## src/rtl/osr_rx_pkg.sv

```systemverilog
package osr_rx_pkg;

    typedef enum logic [1:0] {
        ST_SEARCH  = 2'd0,
        ST_CONFIRM = 2'd1,
        ST_LOCKED  = 2'd2
    } rx_state_e;

endpackage

```

## src/rtl/osr_phase_match.sv

```systemverilog
module osr_phase_match #(
    parameter int                OSR       = 4,
    parameter int                SYNC_W    = 16,
    parameter logic [SYNC_W-1:0] SYNC_WORD = 16'hE4B1
) (
    input  logic           clk,
    input  logic           rst_n,
    input  logic [OSR-1:0] smp_i,
    output logic [OSR-1:0] hit_o
);

    typedef struct packed {
        logic [OSR-1:0][SYNC_W-1:0] sh;
    } match_regs_t;

    match_regs_t r_q, r_d;

    always_comb begin
        r_d = r_q;
        for (int p = 0; p < OSR; p++) begin
            r_d.sh[p] = {r_q.sh[p][SYNC_W-2:0], smp_i[p]};
        end
    end

    // one comparator per candidate sampling phase
    for (genvar g = 0; g < OSR; g++) begin : g_cmp
        assign hit_o[g] = (r_d.sh[g] == SYNC_WORD);
    end

    always_ff @(posedge clk) begin
        if (!rst_n) r_q <= '0;
        else        r_q <= r_d;
    end

endmodule

```

## src/rtl/osr_phase_pick.sv

```systemverilog
module osr_phase_pick #(
    parameter int OSR = 4,
    localparam int VW = 2 * OSR,
    localparam int IW = $clog2(VW) + 1,
    localparam int PW = (OSR > 1) ? $clog2(OSR) : 1
) (
    input  logic           clk,
    input  logic           rst_n,
    input  logic           enable_i,
    input  logic [OSR-1:0] hit_i,
    output logic           pick_o,
    output logic [PW-1:0]  phase_o,
    output logic           late_o
);

    typedef struct packed {
        logic [OSR-1:0] prev;
        logic [OSR-1:0] prev2;
    } pick_regs_t;

    pick_regs_t r_q, r_d;
    logic [VW-1:0] win;
    logic [IW-1:0] lo, hi, ctr;
    logic [IW:0]   sum;

    always_comb begin
        r_d       = r_q;
        r_d.prev  = hit_i;
        r_d.prev2 = r_q.prev;
        win = {hit_i, r_q.prev};
        lo  = IW'(VW - 1);
        hi  = '0;
        for (int i = VW - 1; i >= 0; i--) begin
            if (win[i]) lo = IW'(i);
        end
        for (int i = 0; i < VW; i++) begin
            if (win[i]) hi = IW'(i);
        end
        sum    = {1'b0, lo} + {1'b0, hi};
        ctr    = sum[IW:1];
        late_o = (ctr >= IW'(OSR));
        phase_o = late_o ? PW'(ctr - IW'(OSR)) : PW'(ctr);
        // decide one cycle after the first matching word of a run
        pick_o = enable_i && (|r_q.prev) && !(|r_q.prev2);
    end

    always_ff @(posedge clk) begin
        if (!rst_n) r_q <= '0;
        else        r_q <= r_d;
    end


    single_pick_chk: assert property (@(posedge clk) disable iff (!rst_n)
        pick_o |=> !pick_o);

endmodule

```

## src/rtl/osr_frame_track.sv

```systemverilog
module osr_frame_track
    import osr_rx_pkg::*;
#(
    parameter int                OSR       = 4,
    parameter int                SYNC_W    = 16,
    parameter int                WORD_W    = 14,
    parameter int                N_WORDS   = 4,
    parameter int                LOCK_HITS = 2,
    parameter logic [SYNC_W-1:0] SYNC_WORD = 16'hE4B1,
    localparam int PW = (OSR > 1) ? $clog2(OSR) : 1
) (
    input  logic              clk,
    input  logic              rst_n,
    input  logic [OSR-1:0]    smp_i,
    input  logic              pick_i,
    input  logic [PW-1:0]     phase_i,
    input  logic              late_i,
    output logic              searching_o,
    output logic [WORD_W-1:0] word_o,
    output logic              word_vld_o,
    output logic              pkt_start_o,
    output logic              locked_o
);

    localparam int DATA_BITS  = N_WORDS * WORD_W;
    localparam int FRAME_BITS = DATA_BITS + SYNC_W;
    localparam int POS_W      = $clog2(FRAME_BITS);
    localparam int BC_W       = $clog2(WORD_W);
    localparam int WC_W       = $clog2(N_WORDS + 1);
    localparam int HC_W       = $clog2(LOCK_HITS + 1);

    typedef struct packed {
        rx_state_e         st;
        logic [PW-1:0]     phase;
        logic [POS_W-1:0]  pos;
        logic [BC_W-1:0]   bitc;
        logic [WC_W-1:0]   wrd;
        logic [HC_W-1:0]   hits;
        logic [WORD_W-1:0] acc;
        logic [SYNC_W-1:0] ssh;
        logic [WORD_W-1:0] word;
        logic              vld;
        logic              sop;
    } trk_regs_t;

    trk_regs_t r_q, r_d;
    logic srch, take, b;
    logic [PW-1:0]    sel;
    logic [POS_W-1:0] cpos;
    logic [BC_W-1:0]  cbitc;
    logic [WC_W-1:0]  cwrd;

    always_comb begin
        r_d     = r_q;
        r_d.vld = 1'b0;
        r_d.sop = 1'b0;
        srch  = (r_q.st == ST_SEARCH);
        sel   = srch ? phase_i : r_q.phase;
        b     = smp_i[sel];
        take  = !srch || (pick_i && !late_i);
        cpos  = srch ? '0 : r_q.pos;
        cbitc = srch ? '0 : r_q.bitc;
        cwrd  = srch ? '0 : r_q.wrd;

        if (srch && pick_i) begin
            r_d.phase = phase_i;
            r_d.pos   = '0;
            r_d.bitc  = '0;
            r_d.wrd   = '0;
            r_d.hits  = HC_W'(1);
            r_d.st    = (LOCK_HITS <= 1) ? ST_LOCKED : ST_CONFIRM;
        end

        if (take) begin
            if (int'(cpos) < DATA_BITS) begin
                r_d.acc = {r_q.acc[WORD_W-2:0], b};
                r_d.pos = cpos + POS_W'(1);
                if (int'(cbitc) == WORD_W - 1) begin
                    r_d.bitc = '0;
                    r_d.wrd  = cwrd + WC_W'(1);
                    if (r_q.st == ST_LOCKED) begin
                        r_d.vld  = 1'b1;
                        r_d.sop  = (cwrd == '0);
                        r_d.word = {r_q.acc[WORD_W-2:0], b};
                    end
                end else begin
                    r_d.bitc = cbitc + BC_W'(1);
                end
            end else begin
                r_d.ssh = {r_q.ssh[SYNC_W-2:0], b};
                if (int'(cpos) == FRAME_BITS - 1) begin
                    r_d.pos  = '0;
                    r_d.bitc = '0;
                    r_d.wrd  = '0;
                    if (r_d.ssh == SYNC_WORD) begin
                        if (r_q.st == ST_CONFIRM) begin
                            r_d.hits = r_q.hits + HC_W'(1);
                            if (int'(r_q.hits) + 1 >= LOCK_HITS) r_d.st = ST_LOCKED;
                        end
                    end else begin
                        r_d.st   = ST_SEARCH;
                        r_d.hits = '0;
                    end
                end else begin
                    r_d.pos = cpos + POS_W'(1);
                end
            end
        end
    end

    always_ff @(posedge clk) begin
        if (!rst_n) begin
            r_q    <= '0;
            r_q.st <= ST_SEARCH;
        end else begin
            r_q <= r_d;
        end
    end

    assign searching_o = (r_q.st == ST_SEARCH);
    assign locked_o    = (r_q.st == ST_LOCKED);
    assign word_o      = r_q.word;
    assign word_vld_o  = r_q.vld;
    assign pkt_start_o = r_q.sop;


    vld_needs_lock_chk: assert property (@(posedge clk) disable iff (!rst_n)
        word_vld_o |-> locked_o);


    vld_pulse_chk: assert property (@(posedge clk) disable iff (!rst_n)
        word_vld_o |=> !word_vld_o);


    drop_to_search_chk: assert property (@(posedge clk) disable iff (!rst_n)
        $fell(locked_o) |-> searching_o);

endmodule

```

## src/rtl/osr_sync_rx.sv

```systemverilog
module osr_sync_rx #(
    parameter int                OSR       = 4,
    parameter int                SYNC_W    = 16,
    parameter int                WORD_W    = 14,
    parameter int                N_WORDS   = 4,
    parameter int                LOCK_HITS = 2,
    parameter logic [SYNC_W-1:0] SYNC_WORD = 16'hE4B1
) (
    input  logic              clk,
    input  logic              rst_n,
    input  logic [OSR-1:0]    smp_i,
    output logic [WORD_W-1:0] word_o,
    output logic              word_vld_o,
    output logic              pkt_start_o,
    output logic              locked_o
);

    localparam int PW = (OSR > 1) ? $clog2(OSR) : 1;

    logic [OSR-1:0] hit;
    logic           pick, late, searching;
    logic [PW-1:0]  phase;

    osr_phase_match #(.OSR(OSR), .SYNC_W(SYNC_W), .SYNC_WORD(SYNC_WORD)) u_match (
        .clk(clk), .rst_n(rst_n), .smp_i(smp_i), .hit_o(hit)
    );

    osr_phase_pick #(.OSR(OSR)) u_pick (
        .clk(clk), .rst_n(rst_n), .enable_i(searching), .hit_i(hit),
        .pick_o(pick), .phase_o(phase), .late_o(late)
    );

    osr_frame_track #(
        .OSR(OSR), .SYNC_W(SYNC_W), .WORD_W(WORD_W), .N_WORDS(N_WORDS),
        .LOCK_HITS(LOCK_HITS), .SYNC_WORD(SYNC_WORD)
    ) u_track (
        .clk(clk), .rst_n(rst_n), .smp_i(smp_i), .pick_i(pick),
        .phase_i(phase), .late_i(late), .searching_o(searching),
        .word_o(word_o), .word_vld_o(word_vld_o),
        .pkt_start_o(pkt_start_o), .locked_o(locked_o)
    );


    sop_with_vld_chk: assert property (@(posedge clk) disable iff (!rst_n)
        pkt_start_o |-> word_vld_o);

endmodule

```

## config.mk

```make
export PLATFORM = sky130hd
export DESIGN_NAME = osr_sync_rx
export DESIGN_NICKNAME = d
export VERILOG_FILES = /design/src/rtl/osr_rx_pkg.sv /design/src/rtl/osr_phase_match.sv /design/src/rtl/osr_phase_pick.sv /design/src/rtl/osr_frame_track.sv /design/src/rtl/osr_sync_rx.sv
export SDC_FILE = /design/constraint.sdc
export NUM_CORES = 1
export LEC_CHECK = 0
export BUFFER_PORTS_ARGS = -buffer_cell sky130_fd_sc_hd__buf_4
export CORE_ASPECT_RATIO = 0.75
export CORE_MARGIN = 5
export CORE_UTILIZATION = 35
export CTS_CLUSTER_DIAMETER = 30
export DETAILED_ROUTE_END_ITERATION = 16
export GPL_TIMING_DRIVEN = 0
export PLACE_DENSITY = 0.46
export SLEW_MARGIN = 0
export SYNTH_ARGS = -nofsm -noshare
export SYNTH_HDL_FRONTEND = slang
export SYNTH_HIERARCHICAL = 1
export SYNTH_SLANG_ARGS = --single-unit
```

## constraint.sdc

```tcl
create_clock -name clk -period 8.05 [get_ports clk]
set_clock_uncertainty 0.15 [all_clocks]
set_input_delay 1.2075 -clock clk [delete_from_list [all_inputs] [get_ports clk]]
set_output_delay 1.2075 -clock clk [all_outputs]
set_load 0.02 [all_outputs]
```

* Word-level counts from Yosys, hierarchy flattened
Cells that the tools add are included.
** Storage, ports and cells
- Bits in registers :: 134
- Input port bits :: 6
- Output and inout bits :: 17
- Logic and storage cells :: 98
** Cells by class
- $add $sub $neg :: 7
- Order comparisons :: 4
- Eq/ne operators :: 9
- Mux-type cells :: 42
- Bitwise logic cells :: 1
- Reduce and logical (&&, ||, !) cells :: 18
** Operators with widths (number)
- 16-bit == test, second input constant :: 5
- 16-bit 2-to-1 mux :: 4
- 62-bit 2-to-1 mux :: 1
- 32-bit by 3-bit greater-or-equal comparator with 1-bit output, second input constant :: 1
- 2-bit 2-to-1 mux :: 15
- 3-bit 2-to-1 mux :: 10
- 14-bit 2-to-1 mux :: 2
- 20-bit 2-to-1 mux :: 1
- 7-bit 2-to-1 mux :: 2
- 9-bit 2-to-1 mux :: 1
- 4-bit 2-to-1 mux :: 2
- 4-bit AND reduction :: 2
- 4-bit OR reduction :: 2
- 7-bit by 1-bit adder with 7-bit output, second input constant :: 1
- 7-bit == test, second input constant :: 1
- 7-bit by 6-bit < comparator with 1-bit output, second input constant :: 1
- 5-bit AND reduction :: 1
- 3-bit by 3-bit adder with 4-bit output :: 1
- 4-bit by 1-bit adder with 4-bit output, second input constant :: 1
- 4-bit by 3-bit == test with 1-bit output, second input constant :: 1
- 1-bit logical AND :: 4
- 2-bit AND reduction :: 2
- 2-bit by 1-bit adder with 3-bit output, second input constant :: 1
- 3-bit by 1-bit adder with 3-bit output, second input constant :: 1
- other kinds (14) :: 18

* Depth between registers and ports, before layout
Gate-level depths: netlist (run 1).
- Word-level depth :: 19
- Gate-level depth with buffers :: 14
- Mapped depth without buffers :: 13

* By module
Netlist (run 1), hierarchy kept.
** Modules (own cells, without submodules)
- osr_frame_track :: times used 1, cells an instance 365, area each 2871.5 um^2, seq. area each 1281.2 um^2
- osr_phase_match :: times used 1, cells an instance 146, area each 1819.2 um^2, seq. area each 1201.2 um^2
- osr_phase_pick :: times used 1, cells an instance 46, area each 410.4 um^2, seq. area each 160.2 um^2

* Least setup slack after synthesis (run 1)
No wires, ideal clock.
- Path kind :: input-to-reg
- From :: input port smp_i[0]
- To :: register u_track/r_q[46] (netlist name)
- Library setup time :: 117 ps
- Data arrival time :: 3666 ps
- Data required time :: 7783 ps
- Setup slack :: 4117 ps
- Stages :: 13
- Path buffers :: 0
- Path through :: nand4bb_1 > nor4_2 > nor2_1 > a221oi_2 > nor2_1 > nand2_1 > fa_1 > inv_1 > inv_1 > o211a_1 > o32ai_2 > o211a_1 > and4b_1
** Between the ends
- Cells in the longest elaborated chain, start to end :: 17
- Elaborated cells on any way between the ends :: 25
- Those cells by class :: 2 x add/sub; 1 x order compare; 2 x eq/ne; 17 x mux; 3 x reduce/logical
** RTL lines
- start: declaration :: RTL line osr_sync_rx.sv:11 : input logic [OSR-1:0] smp_i,
- 16-bit == test * :: RTL line osr_phase_match.sv:27 : assign hit_o[g] = (r_d.sh[g] == SYNC_WORD);
- named net hit[0] :: RTL line osr_sync_rx.sv:20 : logic [OSR-1:0] hit;
- 2-bit 2-to-1 mux :: RTL line osr_phase_pick.sv:34 : if (win[i]) lo = IW'(i);
- 3-bit 2-to-1 mux (4 in a row) :: RTL line osr_phase_pick.sv:34
- 3-bit by 3-bit adder with 4-bit output * :: RTL line osr_phase_pick.sv:39 : sum = {1'b0, lo} + {1'b0, hi};
- 3-bit greater-or-equal comparator / 2-bit by 1-bit subtractor with 2-bit output (equally long branches) :: RTL line osr_phase_pick.sv:41, osr_phase_pick.sv:42
- 2-bit 2-to-1 mux * :: RTL line osr_phase_pick.sv:42 : phase_o = late_o ? PW'(ctr - IW'(OSR)) : PW'(ctr);
- named net phase[0] :: RTL line osr_sync_rx.sv:22 : logic [PW-1:0] phase;
- 2-bit 2-to-1 mux * :: RTL line osr_frame_track.sv:58 : sel = srch ? phase_i : r_q.phase;
- 1-bit binary-select mux with 2-bit select * :: RTL line osr_frame_track.sv:59 : b = smp_i[sel];
- 1-bit 2-to-1 mux (implied by the code) * :: RTL line osr_frame_track.sv:59
- 16-bit == test * :: RTL line osr_frame_track.sv:95 : if (r_d.ssh == SYNC_WORD) begin
- 2-bit 2-to-1 mux * :: RTL line osr_frame_track.sv:95
- 9-bit 2-to-1 mux * :: RTL line osr_frame_track.sv:91 : if (int'(cpos) == FRAME_BITS - 1) begin
- 2-bit 2-to-1 mux * :: RTL line osr_frame_track.sv:75 : if (int'(cpos) < DATA_BITS) begin
- 62-bit 2-to-1 mux * :: RTL line osr_frame_track.sv:74 : if (take) begin
- end signal: assignment :: RTL line osr_frame_track.sv:116 : r_q <= r_d;
- end: declaration :: RTL line osr_frame_track.sv:46 : trk_regs_t r_q, r_d;
The timed path passes the listed nets; every way through them passes the cells marked *. The select of a mux whose other input is x is not followed.
A chain may end at the register's enable or synchronous reset.

* Worst setup path in the final report (run 1)
- From :: input port smp_i[2]
- To :: register u_track/r_q[46] (netlist name)
** Between the ends
- Cells in the longest elaborated chain, start to end :: 19
- Elaborated cells on any way between the ends :: 25
- Those cells by class :: 2 x add/sub; 1 x order compare; 2 x eq/ne; 17 x mux; 3 x reduce/logical
** RTL lines (RTL line)
- 16-bit == test * :: osr_phase_match.sv:27
- named net hit[2] :: osr_sync_rx.sv:20
- 1-bit 2-to-1 mux :: osr_phase_pick.sv:34
- 2-bit 2-to-1 mux (2 in a row) :: osr_phase_pick.sv:34
- 3-bit 2-to-1 mux (4 in a row) :: osr_phase_pick.sv:34
- 3-bit by 3-bit adder with 4-bit output * :: osr_phase_pick.sv:39
- 3-bit greater-or-equal comparator / 2-bit by 1-bit subtractor with 2-bit output (equally long branches) :: osr_phase_pick.sv:41, osr_phase_pick.sv:42
- 2-bit 2-to-1 mux * :: osr_phase_pick.sv:42
- named net phase[0] :: osr_sync_rx.sv:22
- 2-bit 2-to-1 mux * :: osr_frame_track.sv:58
- 1-bit binary-select mux with 2-bit select * :: osr_frame_track.sv:59
- 1-bit 2-to-1 mux (implied by the code) * :: osr_frame_track.sv:59
- 16-bit == test * :: osr_frame_track.sv:95
- 2-bit 2-to-1 mux * :: osr_frame_track.sv:95
- 9-bit 2-to-1 mux * :: osr_frame_track.sv:91
- 2-bit 2-to-1 mux * :: osr_frame_track.sv:75
- 62-bit 2-to-1 mux * :: osr_frame_track.sv:74
Marks and branches as above.

==> results.yml, run 1 <==
outcome:
  status: "complete, no violations"
clock_tree:
  ctsResizeCount: 0
  cts_setup_buffers: 0
  numCtsBuffers: 17
  cts_buffer_depth: 2
  cts_tree: "yes"
  cts_root_buffer: "clkbuf_16"
  clkTransAtPathRegs_ns: 0.05
  clock-sinks: 132
  clk_latency_ns: 0.41
  cts_hold_buf: 0
  htree_levels: 4
final_layout:
  final_cells: 811
  layout_commonest_cell: "dfxtp_1"
  nets: 611
  n_antenna_cell: 0
  areaGrowthSynthToFinish_pct: 20.2
  final_cell_mix: "dfxtp_1 (132), nand2_1 (99), and2_1 (65)"
  layout-drive-gt1-share_pct: 15.7
critical_path:
  required_ns: 8.20
  worst_path_max_delay_cell: "o32ai_2"
  crit_arrival_ns: 4.30
  crit_type: "in2reg"
  crit_buf_inv: 3
  start_kind: "input port"
  cp_max_fo: 5
  cp_slowest_stage_delay_ns: 0.51
  crit_chain: "buf_4 > nand4bb_1 > nor4_2 > nand2b_1 > a221oi_2 > nor2_1 > nand2_1 > fa_1 > inv_1 > inv_1 > o211a_1 > o32ai_2 > o211a_1 > and4b_1"
  cp_top_family: "compound AO/OA/AOI/OAI gates"
  worst_setup_path_end_kind: "flop"
sta:
  max_freq_ghz: 0.241
  finalCritPeriodShare_pct: 51.5
  rsz0062_at_grt: "false"
  worstMarginPinSlew_ns: 0.674
  setup_viol: 0
  finalSetupTns_ns: 0
  hold_viol_final: 0
  slew_violations: 0
  layout_setup_ws_ns: 3.90
  period_needed_ns: 4.15
  slew_headroom_pct: 54.7
synthesis:
  syn_area_per_cell_um2: 9.16
  ys_seq_area_share_pct: 51.8
  ys.flop_type: "dfxtp_1"
  synth_cell_types: 57
  syn_inst: 557
  ys_ff_latch: 132
  yosysWarningCount: 6
  async_flop_share_pct: 0
  synth_top_area_share_pct: 51.8
  yosys.area.top_type: "dfxtp_1"
  synth-edff-count: 0
  synth.net_count: 570
  netlist_area_um2: 5100
  synth_area_leaders: "dfxtp_1 (52%), and2_1 (8.0%), nand2_1 (7.3%)"
route:
  first_pass_iters: 4
  totalWireLength_um: 10900
  route.met3.wl_um: 298
  wl_met1_um: 5980
  met2_length_um: 4520
  drtIter0Drc: 157
  ant_nets: 0
  highest_layer: "met4"
  vias: 3807
  viasPerCell: 4.69
  drc: 0
  routedWlPerCell_um: 13.4
grt:
  first_global_vias: 3691
  grtUsageTotal_pct: 13.8
  antenna_found_initial: 0
  grt_max_degree: 18
  grt_first_pass_wirelength_um: 18500
  globalRouteOverflowTotal: 0
placed_design:
  place.gp.congestion: 0.741
  dpl_worst_slack_ns: 3.46
  dp_hpwl_um: 7540
  placed_cells: 779
  port_buffers: 22
floorplanning:
  die_area_um2: 17100
  core-area_um2: 14400
  die_x_um: 149
  start_util_pct: 35.5
  chipHeight_um: 115
  fp-row-count: 38
  io_pins: 23
pwr:
  p_per_area_nw_per_um2: 239
  ir_worst_vdd_mv: 0.145
  cellLeakagePower_nw: 2.32
hold_path:
  hold_class: "reg2reg"
run:
  maxCapViolations: 0
state kept, by name, summed over array words and instances, names as in the netlist:
| name | cells |
|---|---|
| u_track/r_q | 48 |
| u_match/r_d | 60 |
| u_pick/r_q | 4 |
| u_pick/r_d | 4 |
| u_track/pkt_start_o | 1 |
| u_track/word_o | 14 |
| u_track/word_vld_o | 1 |
routing by layer:
layer  GRT usage [%]  vias up
li1                -     1966
met1            19.6     1804
met2            19.7       30
met3            4.00        7
met4            5.30        0
met5               0        -
final timing paths:
check | from | end | slack [ns] | cells past startpoint
hold / removal | u_match/r_d[10] | u_match/r_d[11] | 0.29 | 1
hold reg to reg | u_match/r_d[10] | u_match/r_d[11] | 0.29 | 1
setup / recovery | smp_i[2] | u_track/r_q[46] | 3.90 | 14
setup reg to reg | u_match/r_d[41] | u_track/r_q[46] | 4.01 | 13
cells in the mapped netlist, drive strengths merged, types with 3 or more instances:
cell type and count:
o211a 3, or3 4, o31ai 6, a21oi 54
nand4b 5, nor3b 3, or4b 5, inv 13
nand2b 3, clkbuf 16, nand3 7, nor2 27
a22oi 3, ha 6, nor3 6, nand4bb 8
buf 23, dfxtp 132, o21ai 19, o211ai 4
and2 70, nor4 7, nand2 99, nor2b 4
and3 3
where the power goes:
part	leakage [nW]	switching [mW]	internal (mW)
sequential	1.07	0.00135	0.657
clock	0.299	0.271	0.518
combinational	0.957	0.0142	0.00579
area by class of cell:
cell class,instances,area (µm²)
tap,200,250
multi-input combinational,373,2190
sequential,132,2640
buffer,39,215
inverter,13,48.8
clock buffer,23,488
clock inverter,9,125
timing repair buffer,22,165
fill,1467,8230
kinds of logic after synthesis:
logic type	count (synthesis)	synth area share (%)
AOI/OAI and AO/OA	103	12.2
xor gates and xnor gates	1	0.172
adders and majority gates	7	1.86
buffers and inverters	52	5.18
DFF	132	51.8
muxes	1	0.196
and+or+nand+nor	261	28.6
through the flow:
step	hold slack [ns]	area [µm²]	utilization, %	power (mW)
6_report	0.294	6130	42.7	1.47
5_1_grt	0.311	6130	42.7	1.52
4_1_cts	0.296	6130	42.7	1.49
3_5_place_dp	0.282	5520	38.4	0.693
3_3_place_gp	0.280	5520	38.4	0.692
2_1_floorplan	0.270	5100	-	0.682
Power figures use the tool's default switching activity.
==> run 2, diff against run 1 <==
Settings changed: PLACE_DENSITY 0.46 to 0.48.
Clock period 8.05 ns to 3.4 ns, I/O delays scaled along.
==> results.yml, run 2 (same netlist as run 1, synthesis figures left out) <==
route:
  vias: 3915
  routedWlPerCell_um: 13.7
  totalWireLength_um: 11400
  drc: 0
  wl_met1_um: 5930
  first_pass_iters: 4
  drtIter0Drc: 254
  ant_nets: 0
  route.met3.wl_um: 366
  viasPerCell: 4.70
  met2_length_um: 5030
  highest_layer: "met4"
floorplanning:
  die_x_um: 149
  start_util_pct: 35.5
  die_area_um2: 17100
  core-area_um2: 14400
  io_pins: 23
  fp-row-count: 38
  chipHeight_um: 115
outcome:
  status: "complete, but fails checks"
  violations: "setup timing"
final_layout:
  final_cells: 833
  largest_register_ff_count: 60
  layout_commonest_cell: "dfxtp_1"
  layout-drive-gt1-share_pct: 23.9
  areaGrowthSynthToFinish_pct: 28.6
  nets: 633
  n_antenna_cell: 0
  final_util_pct: 45.7
  final_cell_mix: "dfxtp_1 (131), nand2_1 (95), and2_1 (65)"
placed_design:
  placed_cells: 779
  place.gp.congestion: 0.792
  port_buffers: 22
  dpl_worst_slack_ns: -0.400
  dp_hpwl_um: 7510
pwr:
  combPwrFrac_pct: 1.4
  cellLeakagePower_nw: 2.57
  power_switching_uw: 722
  pwr-share-seq_pct: 43.2
  p_per_area_nw_per_um2: 549
  ir_worst_vdd_mv: 0.316
  p_int_mw: 2.88
  switching_share_pct: 20.0
  p_total_mw: 3.61
  power_frac_clock_pct: 55.3
critical_path:
  cp_slowest_stage_delay_ns: 0.54
  cp_max_fo: 4
  crit_buf_inv: 4
  required_ns: 3.55
  cp_top_family: "compound AO/OA/AOI/OAI gates"
  crit_arrival_ns: 3.68
  worst_path_max_delay_cell: "or4b_4"
  reg2regPathDepth: 13
  crit_type: "reg2reg"
  crit_chain: "or4b_4 > nor4_4 > buf_4 > nor2_1 > o31a_2 > inv_1 > fa_2 > inv_2 > inv_2 > o211a_1 > o32ai_4 > o211a_1 > and4b_1"
  start_kind: "flop"
  worst_setup_path_end_kind: "flop"
  cp.depth: 13
sta:
  slew_violations: 0
  rsz0062_at_grt: "true"
  max_freq_ghz: 0.283
  setup_viol: 11
  hold_viol_final: 0
  whs_ns: 0.183
  layout_setup_ws_ns: -0.129
  finalCritPeriodShare_pct: 104
  worstMarginPinSlew_ns: 0.597
  period_needed_ns: 3.53
  slew_headroom_pct: 59.9
grt:
  grtUsageTotal_pct: 14.1
  first_global_vias: 3876
  grt_max_degree: 18
  globalRouteOverflowTotal: 0
  antenna_found_initial: 0
  grt_first_pass_wirelength_um: 19100
clock_tree:
  cts_buffer_depth: 2
  clk_latency_ns: 0.41
  clock-sinks: 132
  clkTransAtPathRegs_ns: 0.06
  cts_tree: "yes"
  cts_root_buffer: "clkbuf_16"
  cts_hold_buf: 0
  htree_levels: 4
  numCtsBuffers: 17
hold_path:
  min_path_cells: 2
  hold_class: "in2reg"
run:
  maxCapViolations: 0
[run 2: cell types whose count changed in the layout (fill, tap and decap cells not counted), moves of 6 or more]
cell / previous run / this run
a21oi_1: 54 / 48
a21oi_2: 0 / 6
buf_4: 38 / 56
buf_6: 0 / 6
[run 2: final timing paths]
path / startpoint / to / slack, ns
setup / recovery: u_match/r_d[24] / u_track/r_q[46] / -0.13
hold / removal: smp_i[0] / u_match/r_d[1] / 0.18
setup reg to reg: u_match/r_d[24] / u_track/r_q[46] / -0.13
hold reg to reg: u_match/r_d[9] / u_match/r_d[10] / 0.30
[run 2: final cells by class]
class | instances | area (µm²)
multi-input cells | 373 | 2390
clock inverters | 10 | 170
well taps | 200 | 250
repair buffers | 44 | 345
plain buffers | 39 | 228
flip-flops and latches | 132 | 2640
fillers | 1403 | 7800
inverters | 13 | 48.8
clock buffers | 22 | 484
[run 2: stage by stage]
stage               instance area (µm²)  TNS (ns)
floorplan                          5140         0
global placement                   5550     -4.06
detailed placement                 5550     -4.56
CTS                                6400    -0.619
global route                       6560     -2.94
finish                             6560    -0.621
[run 2: power groups by stage]
stage               Combinational (mW)  Clock (mW)  Sequential [mW]
floorplan                       0.0260           0             1.59
detailed placement              0.0486           0             1.59
global route                    0.0582        2.11             1.56
finish                          0.0520        2.00             1.56
global placement                0.0475           0             1.59
CTS                             0.0515        2.05             1.56
[run 2: what timing repair did]
action                     CTS  global route
gates resized for setup     20            28
setup buffers               15             6
gates cloned                 0             1
setup endpoints to repair   19            27
pin swaps                   12            20
[run 2: layer usage]
metal | up-vias | global-route usage (%)
li1 | 2007 | -
met1 | 1854 | 20.0
met2 | 50 | 20.2
met3 | 4 | 3.64
met4 | 0 | 6.22
met5 | - | 0
